$ cat config.mk
export PLATFORM = sky130hd
export DESIGN_NAME = flash_lock_guard
export DESIGN_NICKNAME = d
export VERILOG_FILES = /design/src/rtl/flg_pkg.sv /design/src/rtl/flg_decide.sv /design/src/rtl/flg_lock_store.sv /design/src/rtl/flg_status.sv /design/src/rtl/flash_lock_guard.sv
export SDC_FILE = /design/constraint.sdc
export NUM_CORES = 1
export LEC_CHECK = 0
export BUFFER_PORTS_ARGS = -buffer_cell sky130_fd_sc_hd__buf_2
export CAP_MARGIN = 20
export CORE_ASPECT_RATIO = 0.5
export CORE_MARGIN = 4
export CORE_UTILIZATION = 49
export DETAILED_ROUTE_END_ITERATION = 10
export PLACE_DENSITY = 0.86
export SLEW_MARGIN = 20
export SYNTH_ARGS = -nofsm -noshare
export SYNTH_HDL_FRONTEND = slang
export SYNTH_SLANG_ARGS = --single-unit
$ cat constraint.sdc
create_clock -name clk_i -period 4.6 [get_ports clk_i]
set_input_delay 0.92 -clock clk_i [delete_from_list [all_inputs] [get_ports clk_i]]
set_output_delay 0.92 -clock clk_i [all_outputs]
set_load 0.03 [all_outputs]
$ cat src/rtl/flg_pkg.sv
package flg_pkg;
  typedef enum logic [2:0] {
    OP_NONE     = 3'd0,
    OP_ERASE    = 3'd1,
    OP_WRITE    = 3'd2,
    OP_SET_BLK  = 3'd3,
    OP_SET_PERM = 3'd4,
    OP_CLR_BLKS = 3'd5
  } op_e;

  localparam logic [1:0] RP_LOW = 2'b00;

  localparam int SR_READY   = 7;
  localparam int SR_ERASE   = 5;
  localparam int SR_WRITE   = 4;
  localparam int SR_SUPPLY  = 3;
  localparam int SR_LOCKED  = 1;

  localparam logic [7:0] SR_IDLE   = 8'h80;
  localparam logic [7:0] SR_STICKY = 8'b0011_1010;
endpackage

$ cat src/rtl/flg_decide.sv
module flg_decide
  import flg_pkg::*;
(
  input  logic       valid_i,
  input  logic [2:0] op_i,
  input  logic       blk_locked_i,
  input  logic       perm_i,
  input  logic       hv_i,
  input  logic       vpp_ok_i,
  output logic       grant_o,
  output logic       reject_o,
  output logic [7:0] err_o,
  output logic       set_blk_o,
  output logic       set_perm_o,
  output logic       clr_blks_o
);
  logic is_erase, is_write, is_lock_op, known, deny;

  always_comb begin
    is_erase   = (op_i == OP_ERASE);
    is_write   = (op_i == OP_WRITE);
    is_lock_op = (op_i == OP_SET_BLK) || (op_i == OP_SET_PERM) || (op_i == OP_CLR_BLKS);
    known      = valid_i && (is_erase || is_write || is_lock_op);

    unique case (op_i)
      OP_ERASE, OP_WRITE: deny = blk_locked_i && (!hv_i || perm_i);
      OP_SET_BLK:         deny = perm_i;
      OP_SET_PERM:        deny = !hv_i;
      OP_CLR_BLKS:        deny = perm_i;
      default:            deny = 1'b0;
    endcase

    grant_o    = known && vpp_ok_i && !deny;
    reject_o   = known && !(vpp_ok_i && !deny);
    set_blk_o  = grant_o && (op_i == OP_SET_BLK);
    set_perm_o = grant_o && (op_i == OP_SET_PERM);
    clr_blks_o = grant_o && (op_i == OP_CLR_BLKS);

    err_o = '0;
    if (reject_o) begin
      // supply fault is reported in preference to a lock fault
      err_o[SR_SUPPLY] = !vpp_ok_i;
      err_o[SR_LOCKED] = vpp_ok_i;
      err_o[SR_ERASE]  = is_erase || is_lock_op;
      err_o[SR_WRITE]  = is_write || is_lock_op;
    end
  end
endmodule

$ cat src/rtl/flg_lock_store.sv
module flg_lock_store #(
  parameter int NUM_BLK   = 16,
  parameter int BLK_IDX_W = $clog2(NUM_BLK)
) (
  input  logic                 clk_i,
  input  logic                 rst_ni,
  input  logic [BLK_IDX_W-1:0] blk_idx_i,
  input  logic                 set_blk_i,
  input  logic                 set_perm_i,
  input  logic                 clr_blks_i,
  output logic [NUM_BLK-1:0]   lock_o,
  output logic                 perm_o
);
  for (genvar b = 0; b < NUM_BLK; b++) begin : g_blk
    logic lock_q;
    always_ff @(posedge clk_i or negedge rst_ni) begin
      if (!rst_ni)                                      lock_q <= 1'b0;
      else if (clr_blks_i)                              lock_q <= 1'b0;
      else if (set_blk_i && blk_idx_i == BLK_IDX_W'(b)) lock_q <= 1'b1;
    end
    assign lock_o[b] = lock_q;
  end

  // one-way bit: only power-on reset returns it to zero
  always_ff @(posedge clk_i or negedge rst_ni) begin
    if (!rst_ni)         perm_o <= 1'b0;
    else if (set_perm_i) perm_o <= 1'b1;
  end
endmodule

$ cat src/rtl/flg_status.sv
module flg_status
  import flg_pkg::*;
(
  input  logic       clk_i,
  input  logic       rst_ni,
  input  logic       rp_low_i,
  input  logic       clr_i,
  input  logic [7:0] err_i,
  output logic [7:0] status_o
);
  logic [7:0] sticky_q, sticky_d;

  always_comb begin
    if (rp_low_i) sticky_d = '0;
    else          sticky_d = ((clr_i ? '0 : sticky_q) | err_i) & SR_STICKY;
  end

  always_ff @(posedge clk_i or negedge rst_ni) begin
    if (!rst_ni) sticky_q <= '0;
    else         sticky_q <= sticky_d;
  end

  assign status_o = SR_IDLE | sticky_q;
endmodule

$ cat src/rtl/flash_lock_guard.sv
module flash_lock_guard
  import flg_pkg::*;
#(
  parameter int NUM_BLK    = 16,
  parameter int BLK_ADDR_W = 15,
  parameter int DATA_W     = 16,
  localparam int BLK_IDX_W = $clog2(NUM_BLK),
  localparam int ADDR_W    = BLK_IDX_W + BLK_ADDR_W
) (
  input  logic                 clk_i,
  input  logic                 rst_ni,
  input  logic                 req_valid_i,
  input  logic [2:0]           req_op_i,
  input  logic [ADDR_W-1:0]    req_addr_i,
  input  logic [1:0]           rp_lvl_i,
  input  logic                 vpp_ok_i,
  input  logic                 clr_status_i,
  input  logic [BLK_IDX_W-1:0] id_blk_i,
  output logic                 grant_o,
  output logic                 reject_o,
  output logic [7:0]           status_o,
  output logic [NUM_BLK-1:0]   blk_lock_o,
  output logic [DATA_W-1:0]    id_blk_code_o,
  output logic [DATA_W-1:0]    id_perm_code_o
);
  logic [BLK_IDX_W-1:0] blk_idx;
  logic rp_low, hv, perm;
  logic dec_grant, dec_reject, set_blk, set_perm, clr_blks;
  logic [7:0] err;

  assign blk_idx = req_addr_i[ADDR_W-1 -: BLK_IDX_W];
  assign rp_low  = (rp_lvl_i == RP_LOW);
  assign hv      = rp_lvl_i[1];

  flg_decide u_decide (
    .valid_i      (req_valid_i && !rp_low),
    .op_i         (req_op_i),
    .blk_locked_i (blk_lock_o[blk_idx]),
    .perm_i       (perm),
    .hv_i         (hv),
    .vpp_ok_i     (vpp_ok_i),
    .grant_o      (dec_grant),
    .reject_o     (dec_reject),
    .err_o        (err),
    .set_blk_o    (set_blk),
    .set_perm_o   (set_perm),
    .clr_blks_o   (clr_blks)
  );

  flg_lock_store #(.NUM_BLK(NUM_BLK)) u_locks (
    .clk_i      (clk_i),
    .rst_ni     (rst_ni),
    .blk_idx_i  (blk_idx),
    .set_blk_i  (set_blk),
    .set_perm_i (set_perm),
    .clr_blks_i (clr_blks),
    .lock_o     (blk_lock_o),
    .perm_o     (perm)
  );

  flg_status u_status (
    .clk_i    (clk_i),
    .rst_ni   (rst_ni),
    .rp_low_i (rp_low),
    .clr_i    (clr_status_i),
    .err_i    (err),
    .status_o (status_o)
  );

  always_ff @(posedge clk_i or negedge rst_ni) begin
    if (!rst_ni) begin
      grant_o  <= 1'b0;
      reject_o <= 1'b0;
    end else begin
      grant_o  <= dec_grant;
      reject_o <= dec_reject;
    end
  end

  assign id_blk_code_o  = {{(DATA_W-1){1'b0}}, blk_lock_o[id_blk_i]};
  assign id_perm_code_o = {{(DATA_W-1){1'b0}}, perm};
endmodule

==> results.cfg <==
[cells_and_area]
layout-area-overhead-vs-synth_pct = -2.09
final-seq-area_um2 = 576
layout-drive-gt1-share_pct = 30.6
layout_nets = 230
number_of_antenna_cells_inserted = 0
multi_input_area_um2 = 798
layout.filler_cells = 296

[clocking]
clock_sinks = 23
root_buffer = sky130_fd_sc_hd__clkbuf_8
cts_buffers = 3
cts.htree.levels = 1
post_cts.repair.setup_buffers = 0
cts_hold_buf = 0
clock_transition_at_the_registers_of_the_reported_paths_ps = 80
post_cts_resized = 0
clock_latency_ps = 260
cts.path.max_buffers = 2
cts_tree = done

[synth]
yosysUniqueCellTypes = 38
syn-cell-area_mm2 = 0.00173
post_synth_edffs = 0
synth.ff_latch_count = 23
synth.area.top_cells = sky130_fd_sc_hd__dfrtp_1 33%, sky130_fd_sc_hd__buf_4 23%, sky130_fd_sc_hd__mux4_2 7.8%, sky130_fd_sc_hd__nor2_1 5.4%, sky130_fd_sc_hd__a21oi_1 4.0%
share_of_synthesized_flip_flops_with_an_asynchronous_set_or_reset_pct = 100
synth-warning-count = 0
synth_top_area_share_pct = 33.2
post_synth.cell_area_avg_um2 = 9.74
synth.largest_area_cell = sky130_fd_sc_hd__dfrtp_1
mapped_cells = 178
sequential_element_share_of_the_synthesized_area_pct = 33.2
synth_ff_type = sky130_fd_sc_hd__dfrtp_1

[timing]
hold_viol = 0
relative_slew_margins_pct = 53.6
period_minus_slack_ps = 3190
timing.setup.tns_ps = 0
period_share_pct = 69.3
rsz0062_at_grt = no
finClkSkew_ps = 3.63
report.final.setup_viol = 0
timing.fmax_mhz = 314
transition_at_the_pin_with_the_smallest_max_transition_slack_ps = 689
slew_viol_final = 0
final.setup.worst_slack_ps = 1410

[setup_path]
ordered_list_of_cells_on_the_worst_path = buf_2 -> mux4_2 -> mux4_2 -> buf_2
critical_register_to_register_path_startpoint = u_locks.g_blk[11].lock_q
worstPathBufferInverterCount = 2
cp.required_ps = 3680
timing.critical_path.from = id_blk_i[0]
worst-path-stages = 4
crit_path_max_fanout = 4
crit_family = multiplexers
worst_ep_arrival_time_ps = 2270
ff2ff_setup_slack_ps = 2550
crit_path_end_kind = output port
r2r-end = u_locks.g_blk[3].lock_q
worst_path_max_delay_cell = sky130_fd_sc_hd__mux4_2
number_of_cells_on_the_worst_reg_to_reg_path = 5
critPathMaxStageDelay_ps = 530
worstSetupStartpointType = input port
critPathKind = in2out
crit_path_end = id_blk_code_o[0]

[route]
viasPerCell = 5.00
drcViolationCount = 0
wl_per_cell_um = 13.9
wl_um = 3380
initialDrtViolationCount = 118
detail_route.first_pass.iterations = 4
route.vias.total = 1219
postRouteAntennaNets = 0

[floorplan]
die_area_mm2 = 0.00461
num_rows = 14
die_h_um = 50.1
start_util_pct = 54.4
fp.coreArea_mm2 = 0.00319
pin_count = 91
x_dimension_of_the_die_um = 92.1

[flow_run]
number_of_violations_of_the_max_capacitance_limit = 0

[placement]
dp.final_hpwl_um = 2730
gp_weighted_congestion = 0.889
dp_worst_setup_slack_ps = 1400
number_of_buffers_inserted_by_port_buffering = 41

[power_and_ir_drop]
power_per_cell_area_mw_per_mm2 = 295
total_leakage_power_uw = 0.000919
cellInternalPower_uw = 317
total_switching_power_uw = 183
vdd.ir_drop.worst_uv = 97.1
combinationalPowerShare_pct = 29.7
swShare_pct = 36.6
seq_power_share_pct = 45.6
power.clock.fraction_pct = 24.7

[run_status]
outcome = finished, final reports clean

[global_route]
wire_length_of_the_first_global_routing_pass_um = 5520
globalRouteOverflowTotal = 0
grt.total_usage_pct = 15.1
grt_start_max_net_pins = 24
antenna_violations_before_repair = 0
vias_in_the_first_global_route = 1169

[min_path]
hp-class = reg2reg
## layout by cell type (no fill, tap or decap), types with 2 or more instances in the layout
cell,Yosys,final
sky130_fd_sc_hd__a21oi_1,14,14
sky130_fd_sc_hd__a22oi_1,2,2
sky130_fd_sc_hd__a31oi_1,4,4
sky130_fd_sc_hd__and2b_2,2,2
sky130_fd_sc_hd__buf_2,1,41
sky130_fd_sc_hd__clkbuf_8,0,3
sky130_fd_sc_hd__conb_1,2,34
sky130_fd_sc_hd__dfrtp_1,23,23
sky130_fd_sc_hd__inv_1,3,3
sky130_fd_sc_hd__mux2i_1,4,4
sky130_fd_sc_hd__mux4_2,6,6
sky130_fd_sc_hd__nand2_1,5,5
sky130_fd_sc_hd__nand2b_1,3,3
sky130_fd_sc_hd__nor2_1,25,25
sky130_fd_sc_hd__nor3_1,3,3
sky130_fd_sc_hd__nor3b_1,2,2
sky130_fd_sc_hd__o21ai_0,2,2
## power groups by stage
stage	Clock (uW)	Sequential [uW]	Combinational, uW
2_1_floorplan	0	236	145
3_3_place_gp	0	231	146
3_5_place_dp	0	232	149
4_1_cts	127	228	149
5_1_grt	138	230	160
6_report	123	228	149
## routing by layer
metal | GRT usage, % | share of wire (%)
met1 | 18.4 | 40
met2 | 27.1 | 48
met3 | 3.80 | 11
met4 | 3.45 | 0.50
met5 | 0 | 0
## synth_stat cells (2+ instances only)
| cell | number |
|---|---|
| sky130_fd_sc_hd__buf_4 | 53 |
| sky130_fd_sc_hd__nor2_1 | 25 |
| sky130_fd_sc_hd__dfrtp_1 | 23 |
| sky130_fd_sc_hd__a21oi_1 | 14 |
| sky130_fd_sc_hd__mux4_2 | 6 |
| sky130_fd_sc_hd__nand2_1 | 5 |
| sky130_fd_sc_hd__a31oi_1 | 4 |
| sky130_fd_sc_hd__buf_6 | 4 |
| sky130_fd_sc_hd__mux2i_1 | 4 |
| sky130_fd_sc_hd__inv_1 | 3 |
| sky130_fd_sc_hd__nand2b_1 | 3 |
| sky130_fd_sc_hd__nor3_1 | 3 |
| sky130_fd_sc_hd__a22oi_1 | 2 |
| sky130_fd_sc_hd__and2b_2 | 2 |
| sky130_fd_sc_hd__conb_1 | 2 |
| sky130_fd_sc_hd__nor3b_1 | 2 |
| sky130_fd_sc_hd__o21ai_0 | 2 |
## worst min path at each step
stage / to / cells after the start / from
5_1_grt: u_status.sticky_q[1] / 2 / u_status.sticky_q[1]
6_report: u_status.sticky_q[1] / 2 / u_status.sticky_q[1]
4_1_cts: u_status.sticky_q[1] / 2 / u_status.sticky_q[1]
3_3_place_gp: u_status.sticky_q[1] / 2 / u_status.sticky_q[1]
3_5_place_dp: u_status.sticky_q[1] / 2 / u_status.sticky_q[1]
2_1_floorplan: u_locks.g_blk[7].lock_q / 2 / u_locks.g_blk[7].lock_q
## per-stage QoR
stage                     util (%)  cells  power, uW  hold WS (ps)  instance area (um2)
after floorplan                  -    210        382           493                 1850
after global placement        51.8    240        377           461                 1650
after detailed placement      51.8    240        380           466                 1650
after CTS                     53.2    244        503           483                 1700
after global routing          53.2    244        529           519                 1700
final                         53.2    244        500           479                 1700
## logic make-up (layout without fill, tap and decap cells)
group                     after synthesis  count (layout)  synth area share (%)
buffers and inverters                  62              48                  27.7
other                                   2              34                 0.433
xor gates and xnor gates                1               1                 0.506
and+or+nand+nor                        49              49                  14.7
AOI/OAI and AO/OA                      30              30                  11.9
muxes                                  11              11                  11.6
DFF                                    23              23                  33.2
## final cells by class
class                           count  area share (%)
Clock inverter                      1           0.295
Tap cell                           48            3.54
Clock buffer                        3            2.43
Sequential cell                    23            33.9
Inverter                            3           0.664
Timing Repair Buffer               41            12.1
Multi-Input combinational cell    125            47.1
## flip-flops by register name (all words and copies together) (netlist names)
register / flops
u_locks.perm_o: 1
u_status.sticky_q: 4
u_locks.g_blk.lock_q: 16
reject_o: 1
grant_o: 1
## worst min-delay path: cells and delay by family, from the launching register on
kind            cells  cell delay, ps
flops               1             340
compound gates      1              50
simple gates        1              60
Note: power is estimated with default switching activity, not from simulation.
